$ cat config.mk
export PLATFORM = sky130hd
export DESIGN_NAME = subrev_unit
export DESIGN_NICKNAME = d
export VERILOG_FILES = /design/src/rtl/subrev_pkg.sv /design/src/rtl/subrev_decode.sv /design/src/rtl/subrev_active.sv /design/src/rtl/subrev_permute.sv /design/src/rtl/subrev_unit.sv
export SDC_FILE = /design/constraint.sdc
export NUM_CORES = 1
export LEC_CHECK = 0
export ABC_CLOCK_PERIOD_IN_PS = 3300
export BUFFER_PORTS_ARGS = -buffer_cell sky130_fd_sc_hd__buf_2
export CORE_AREA = 5 5 326 328
export CTS_BUF_LIST = sky130_fd_sc_hd__clkbuf_16
export CTS_CLUSTER_SIZE = 25
export DETAILED_ROUTE_END_ITERATION = 7
export DIE_AREA = 0 0 331 333
export PLACE_DENSITY_LB_ADDON = 0.15
export SKIP_LAST_GASP = 1
export SYNTH_ARGS = -nofsm -noshare
export SYNTH_HDL_FRONTEND = slang
export SYNTH_SLANG_ARGS = --single-unit
$ cat constraint.sdc
create_clock -name clk_i -period 3.3 [get_ports clk_i]
set_clock_uncertainty 0.1 [all_clocks]
set_input_delay 0.165 -clock clk_i [delete_from_list [all_inputs] [get_ports clk_i]]
set_output_delay 0.165 -clock clk_i [all_outputs]
set_load 0.05 [all_outputs]
$ cat src/rtl/subrev_pkg.sv
package subrev_pkg;

  typedef enum logic [1:0] {
    GRAN_B8  = 2'b00,
    GRAN_B16 = 2'b01,
    GRAN_B32 = 2'b10,
    GRAN_BAD = 2'b11
  } gran_e;

  typedef struct packed {
    logic       undef;
    logic       zero_mode;
    logic [1:0] size;
    gran_e      gran;
  } dec_t;

  localparam logic [7:0] FIX_TOP = 8'b0000_0101;
  localparam logic [3:0] FIX_MID = 4'b1001;
  localparam logic [1:0] FIX_LOW = 2'b10;

  // legal pairing of element size and swap granule
  function automatic logic combo_legal(logic [1:0] size, gran_e g);
    case (g)
      GRAN_B8:  return size != 2'b00;
      GRAN_B16: return size[1];
      GRAN_B32: return size == 2'b11;
      default:  return 1'b0;
    endcase
  endfunction

  // byte-offset mask inside one element (element bytes minus one)
  function automatic logic [2:0] elem_mask(logic [1:0] size);
    return 3'((4'd1 << size) - 4'd1);
  endfunction

  // byte-offset mask inside one granule
  function automatic logic [2:0] gran_mask(gran_e g);
    case (g)
      GRAN_B8:  return 3'b000;
      GRAN_B16: return 3'b001;
      GRAN_B32: return 3'b011;
      default:  return 3'b111;
    endcase
  endfunction

  // reversing power-of-two granules inside a power-of-two element
  // equals flipping the granule-index bits of the byte offset
  function automatic logic [2:0] swap_xor(logic [1:0] size, gran_e g);
    return elem_mask(size) & ~gran_mask(g);
  endfunction

endpackage

$ cat src/rtl/subrev_decode.sv
module subrev_decode
  import subrev_pkg::*;
(
  input  logic [31:0] insn_i,
  output dec_t        dec_o
);
  logic fixed_ok;
  logic unused_fields;

  assign fixed_ok = (insn_i[31:24] == FIX_TOP) &&
                    (insn_i[21:18] == FIX_MID) &&
                    (insn_i[15:14] == FIX_LOW);

  assign unused_fields = ^insn_i[12:0];

  always_comb begin
    dec_o.size      = insn_i[23:22];
    dec_o.gran      = gran_e'(insn_i[17:16]);
    dec_o.zero_mode = insn_i[13];
    dec_o.undef     = !fixed_ok || !combo_legal(insn_i[23:22], gran_e'(insn_i[17:16]));
  end
endmodule

$ cat src/rtl/subrev_active.sv
module subrev_active #(
  parameter int NB = 32
) (
  input  logic [1:0]    size_i,
  input  logic [NB-1:0] pmask_i,
  output logic [NB-1:0] act_o
);
  for (genvar b = 0; b < NB; b++) begin : g_byte
    localparam int B2 = b - (b % 2);
    localparam int B4 = b - (b % 4);
    localparam int B8 = b - (b % 8);
    always_comb begin
      case (size_i)
        2'd0:    act_o[b] = pmask_i[b];
        2'd1:    act_o[b] = pmask_i[B2];
        2'd2:    act_o[b] = pmask_i[B4];
        default: act_o[b] = pmask_i[B8];
      endcase
    end
  end
endmodule

$ cat src/rtl/subrev_permute.sv
module subrev_permute #(
  parameter int NB = 32
) (
  input  logic [NB*8-1:0] data_i,
  input  logic [2:0]      sel_i,
  output logic [NB*8-1:0] data_o
);
  localparam int GROUP = 8;

  for (genvar b = 0; b < NB; b++) begin : g_byte
    logic [GROUP-1:0][7:0] cand;
    for (genvar k = 0; k < GROUP; k++) begin : g_cand
      localparam int SRC = b ^ k;
      assign cand[k] = data_i[SRC*8 +: 8];
    end
    assign data_o[b*8 +: 8] = cand[sel_i];
  end
endmodule

$ cat src/rtl/subrev_unit.sv
module subrev_unit
  import subrev_pkg::*;
#(
  parameter int VL = 256
) (
  input  logic           clk_i,
  input  logic           rst_ni,
  input  logic           valid_i,
  input  logic [31:0]    insn_i,
  input  logic [VL-1:0]  src_i,
  input  logic [VL-1:0]  prev_i,
  input  logic [VL/8-1:0] pmask_i,
  output logic           valid_o,
  output logic           undef_o,
  output logic [VL-1:0]  dst_o
);
  localparam int NB = VL / 8;

  if ((VL % 128) != 0 || VL < 128 || VL > 2048) begin : g_bad_vl
    $error("subrev_unit: VL must be a multiple of 128 within 128..2048");
  end

  dec_t           dec;
  logic           dec_undef;
  logic [2:0]     swap_sel;
  logic [NB-1:0]  act;
  logic [VL-1:0]  perm;
  logic [VL-1:0]  merged;
  logic [VL-1:0]  nxt;

  subrev_decode u_dec (
    .insn_i (insn_i),
    .dec_o  (dec)
  );

  assign dec_undef = dec.undef;
  assign swap_sel  = swap_xor(dec.size, dec.gran);

  subrev_active #(.NB(NB)) u_act (
    .size_i  (dec.size),
    .pmask_i (pmask_i),
    .act_o   (act)
  );

  subrev_permute #(.NB(NB)) u_perm (
    .data_i (src_i),
    .sel_i  (swap_sel),
    .data_o (perm)
  );

  for (genvar b = 0; b < NB; b++) begin : g_merge
    always_comb begin
      if (act[b])             merged[b*8 +: 8] = perm[b*8 +: 8];
      else if (dec.zero_mode) merged[b*8 +: 8] = 8'h00;
      else                    merged[b*8 +: 8] = prev_i[b*8 +: 8];
    end
  end

  assign nxt = dec_undef ? prev_i : merged;

  always_ff @(posedge clk_i) begin
    if (!rst_ni) begin
      valid_o <= 1'b0;
      undef_o <= 1'b0;
      dst_o   <= '0;
    end else begin
      valid_o <= valid_i;
      undef_o <= valid_i && dec_undef;
      if (valid_i) dst_o <= nxt;
    end
  end
endmodule

==> run_results.csv <==
group,metric,value,unit
min_path,min_from,"src_i[158]",
clock_tree,cts_setup_buffers,0,
clock_tree,clk_latency,0.58,ns
final_layout,fin_util,32.08,%
routing,num_vias,26190,
sta,period_minus_slack,3.013,ns
clock_tree,postCtsHoldBufs,266,
clock_tree,numCtsBuffers,35,
critical_path,critical_path.slowest_cell,"dlygate4sd3_1",
clock_tree,clk_pin_slew,0.06,ns
yosys,synth.cell_area,0.02280,sq mm
power_and_ir_drop,switching_power,4.512,mW
grt,grt_usage,23.77,%
final_layout,fin_nets,3990,
die,initial_core_util,22.16,%
critical_path,r2r-start,"dst_o[28]",
sta,tightest_slew,1.207,ns
critical_path,cp_cell_sequence,"buf_2, inv_1, ha_1, inv_1, ha_4, buf_4, a221o_1, nand3_1, a211oi_1, o211ai_1, a31oi_1, dlygate4sd3_1",
yosys,netlist_instances,2356,
routing,drt-pass1-iter-count,5,
routing,antenna_left,0,
place,io_buffers,823,
place,dp_hpwl,107700,um
sta,finalSetupViolCount,0,
clock_tree,h-tree-depth,2,
grt,antenna_found_initial,48,
power_and_ir_drop,clockPowerShare,30.8,%
sta,hold_violations,0,
sta,relSlewSlack,18.90,%
clock_tree,post_cts_resized,0,
yosys,synth_seq_cells,258,
critical_path,crit_arrival,3.38,ns
critical_path,critPathLaunchType,"primary input",
power_and_ir_drop,intPower,7.220,mW
critical_path,cp_common_cell,"inv_1",
power_and_ir_drop,p_leak,14.06,nW
clock_tree,cts_tree,"built",
grt,overflow,0,
die,boundaryPins,837,
yosys,syn_nets,2942,
yosys,yosysUniqueCellTypes,49,
power_and_ir_drop,swShare,38.46,%
routing,first_iter_violations,1925,
grt,grt_max_degree,129,
yosys,seq_area_frac_synth,22.65,%
power_and_ir_drop,p_seq_share,29.2,%
die,row_count,118,
yosys,synth_flop_cell,"dfxtp_1",
yosys,synthArstFlopShare,0,%
routing,wl,138700,um
critical_path,startpoint,"insn_i[22]",
yosys,yosys_warnings,0,
clock_tree,cts_buffer_depth,3,
yosys,syn_avg_cell_area,9.678,sq um
critical_path,critPathMaxFanout,10,
critical_path,endpoint_kind,"register",
place,routabilityCongestion,0.8727,
power_and_ir_drop,p_comb_share,39.9,%
sta,finalCritPeriodShare,91.31,%
grt,grt_pass1_vias,26470,
final_layout,syn_to_final_growth,44.77,%
critical_path,critPathKind,"primary input to register",
die,die_w,331,um
sta,fmax,331.9,MHz
critical_path,slowest_delay,0.58,ns
die,dieArea,0.1102,sq mm
power_and_ir_drop,p_per_area,355.4,mW/mm^2
clock_tree,clock-sinks,258,
sta,final_max_slew_viol_count,0,
critical_path,cp_data_required_time,3.67,ns
grt,grt_pass1_wl,193300,um
sta,fin_tns_setup,0,ns
outcome,status,"complete, no violations",
power_and_ir_drop,peakVddDrop,0.3170,mV
flow_run,max_cap_viol_count,0,
power_and_ir_drop,power,11.73,mW
clock_tree,cts_root_buffer,"clkbuf_16",
routing,drcViolationCount,0,
routing,vias_per_cell,5.413,
routing,wl_per_cell,28.67,um
sta,rsz0062_at_grt,"no",
min_path,hold_class,"primary input to register",
die,core,0.1029,sq mm
die,die_h,333,um
final_layout,final_layout_size_suffix_gt1_share,39.75,%
final_layout,nFillCells,10860,
yosys,synth_edf_count,0,
-- final timing paths --
path	to	slack [ns]	cells past startpoint
max	dst_o[30]	0.29	12
min	dst_o[150]	0.07	5
max reg2reg	dst_o[28]	1.95	3
min reg2reg	dst_o[241]	0.38	1
-- cell type report --
class | instances | area, sq um | area share (%)
diodes | 32 | 80.08 | 0.2426
clock buffers | 37 | 925.9 | 2.805
clock inverters | 22 | 103.9 | 0.3146
inverters | 38 | 142.6 | 0.4321
multi-input cells | 1807 | 16390 | 49.65
flip-flops and latches | 258 | 5165 | 15.65
well taps | 1380 | 1727 | 5.231
repair buffers | 1264 | 8477 | 25.68
-- through the flow --
stage	hold WS (ns)	std cells	worst slack, ns	instance area (sq um)
floorplan	0.2030	2356	0.3250	22800
global placement	0.2875	4481	0.2332	29240
detailed placement	0.2924	4481	0.2012	29240
CTS	0.01562	4806	0.3802	32930
global route	0.08590	4823	0.2109	32970
finish	0.06987	4838	0.2869	33010
-- power by group through the flow --
| stage | Sequential, mW | Clock, mW | Combinational (mW) |
|---|---|---|---|
| 2_1_floorplan | 4.19 | 0 | 2.01 |
| 3_3_place_gp | 3.49 | 0 | 4.41 |
| 3_5_place_dp | 3.49 | 0 | 4.40 |
| 4_1_cts | 3.43 | 3.75 | 4.67 |
| 5_1_grt | 3.45 | 3.84 | 4.97 |
| 6_report | 3.43 | 3.62 | 4.69 |
-- synthesized netlist by cell type (8+ instances only) --
library cell / n / area [sq um]
dfxtp_1: 258 / 5165
mux4_2: 224 / 5045
a21oi_1: 216 / 1081
mux2i_1: 204 / 2042
nand2_1: 174 / 653.1
a211oi_1: 160 / 1201
clkbuf_1: 135 / 506.7
o21ai_0: 132 / 660.6
a221o_1: 100 / 1001
a22oi_1: 68 / 510.5
mux2_2: 64 / 720.7
o21a_1: 64 / 480.5
buf_2: 56 / 280.3
inv_1: 37 / 138.9
or4_1: 36 / 270.3
a22o_1: 33 / 289.0
nor2_1: 33 / 123.9
o211a_1: 33 / 330.3
o211ai_1: 33 / 247.7
a21boi_0: 32 / 240.2
a31oi_1: 32 / 200.2
o221ai_1: 32 / 280.3
o22ai_1: 32 / 200.2
buf_1: 31 / 116.4
buf_4: 21 / 157.7
nand3_1: 20 / 100.1
nor3_1: 12 / 60.06
buf_6: 9 / 101.4
nand2b_1: 9 / 56.30
nand4_1: 9 / 56.30
or2_2: 8 / 50.05
or3_1: 8 / 50.05
-- cells by family (layout without fill, tap and decap cells) --
family / count (synthesis) / in the layout / share of synthesized area [%]
DFF: 258 / 258 / 22.65
and+or+nand+nor: 326 / 326 / 6.838
muxes: 492 / 492 / 34.24
adders and majority gates: 7 / 7 / 0.3841
buffers and inverters: 291 / 1361 / 5.745
other: 0 / 32 / 0
AOI/OAI and AO/OA: 982 / 982 / 30.14
-- state kept, by name, indices dropped and copies added (netlist names) --
| name | flops |
|---|---|
| undef_o | 1 |
| dst_o | 256 |
| valid_o | 1 |
-- critical path: cells and delay by family --
family / cells / cell delay (ns)
AOI/OAI and AO/OA: 4 / 1.08
and+or+nand+nor: 1 / 0.42
buffers and inverters: 5 / 1.13
adders and majority gates: 2 / 0.56
-- placed cells by master (no fill, tap or decap), types with 37 or more instances in the layout --
master,Yosys,final
buf_4,21,147
mux2i_1,204,204
a22oi_1,68,68
inv_1,37,48
o21ai_0,132,132
mux2_2,64,64
buf_2,56,820
mux4_2,224,224
nand2_1,174,173
dlygate4sd3_1,0,266
a211oi_1,160,160
a221o_1,100,100
clkbuf_16,0,37
dfxtp_1,258,258
o21a_1,64,64
a21oi_1,216,216
-- routing by layer --
| metal | track usage (%) | vias to the layer above | share of wire, % |
|---|---|---|---|
| met3 | 5.897 | 166 | 8.0 |
| met4 | 6.024 | 14 | 2.4 |
| li1 | - | 11780 | - |
| met1 | 31.72 | 13110 | 43 |
| met5 | 0 | - | 0.067 |
| met2 | 38.61 | 1123 | 47 |
No activity file was read; power rests on OpenSTA's default activity.
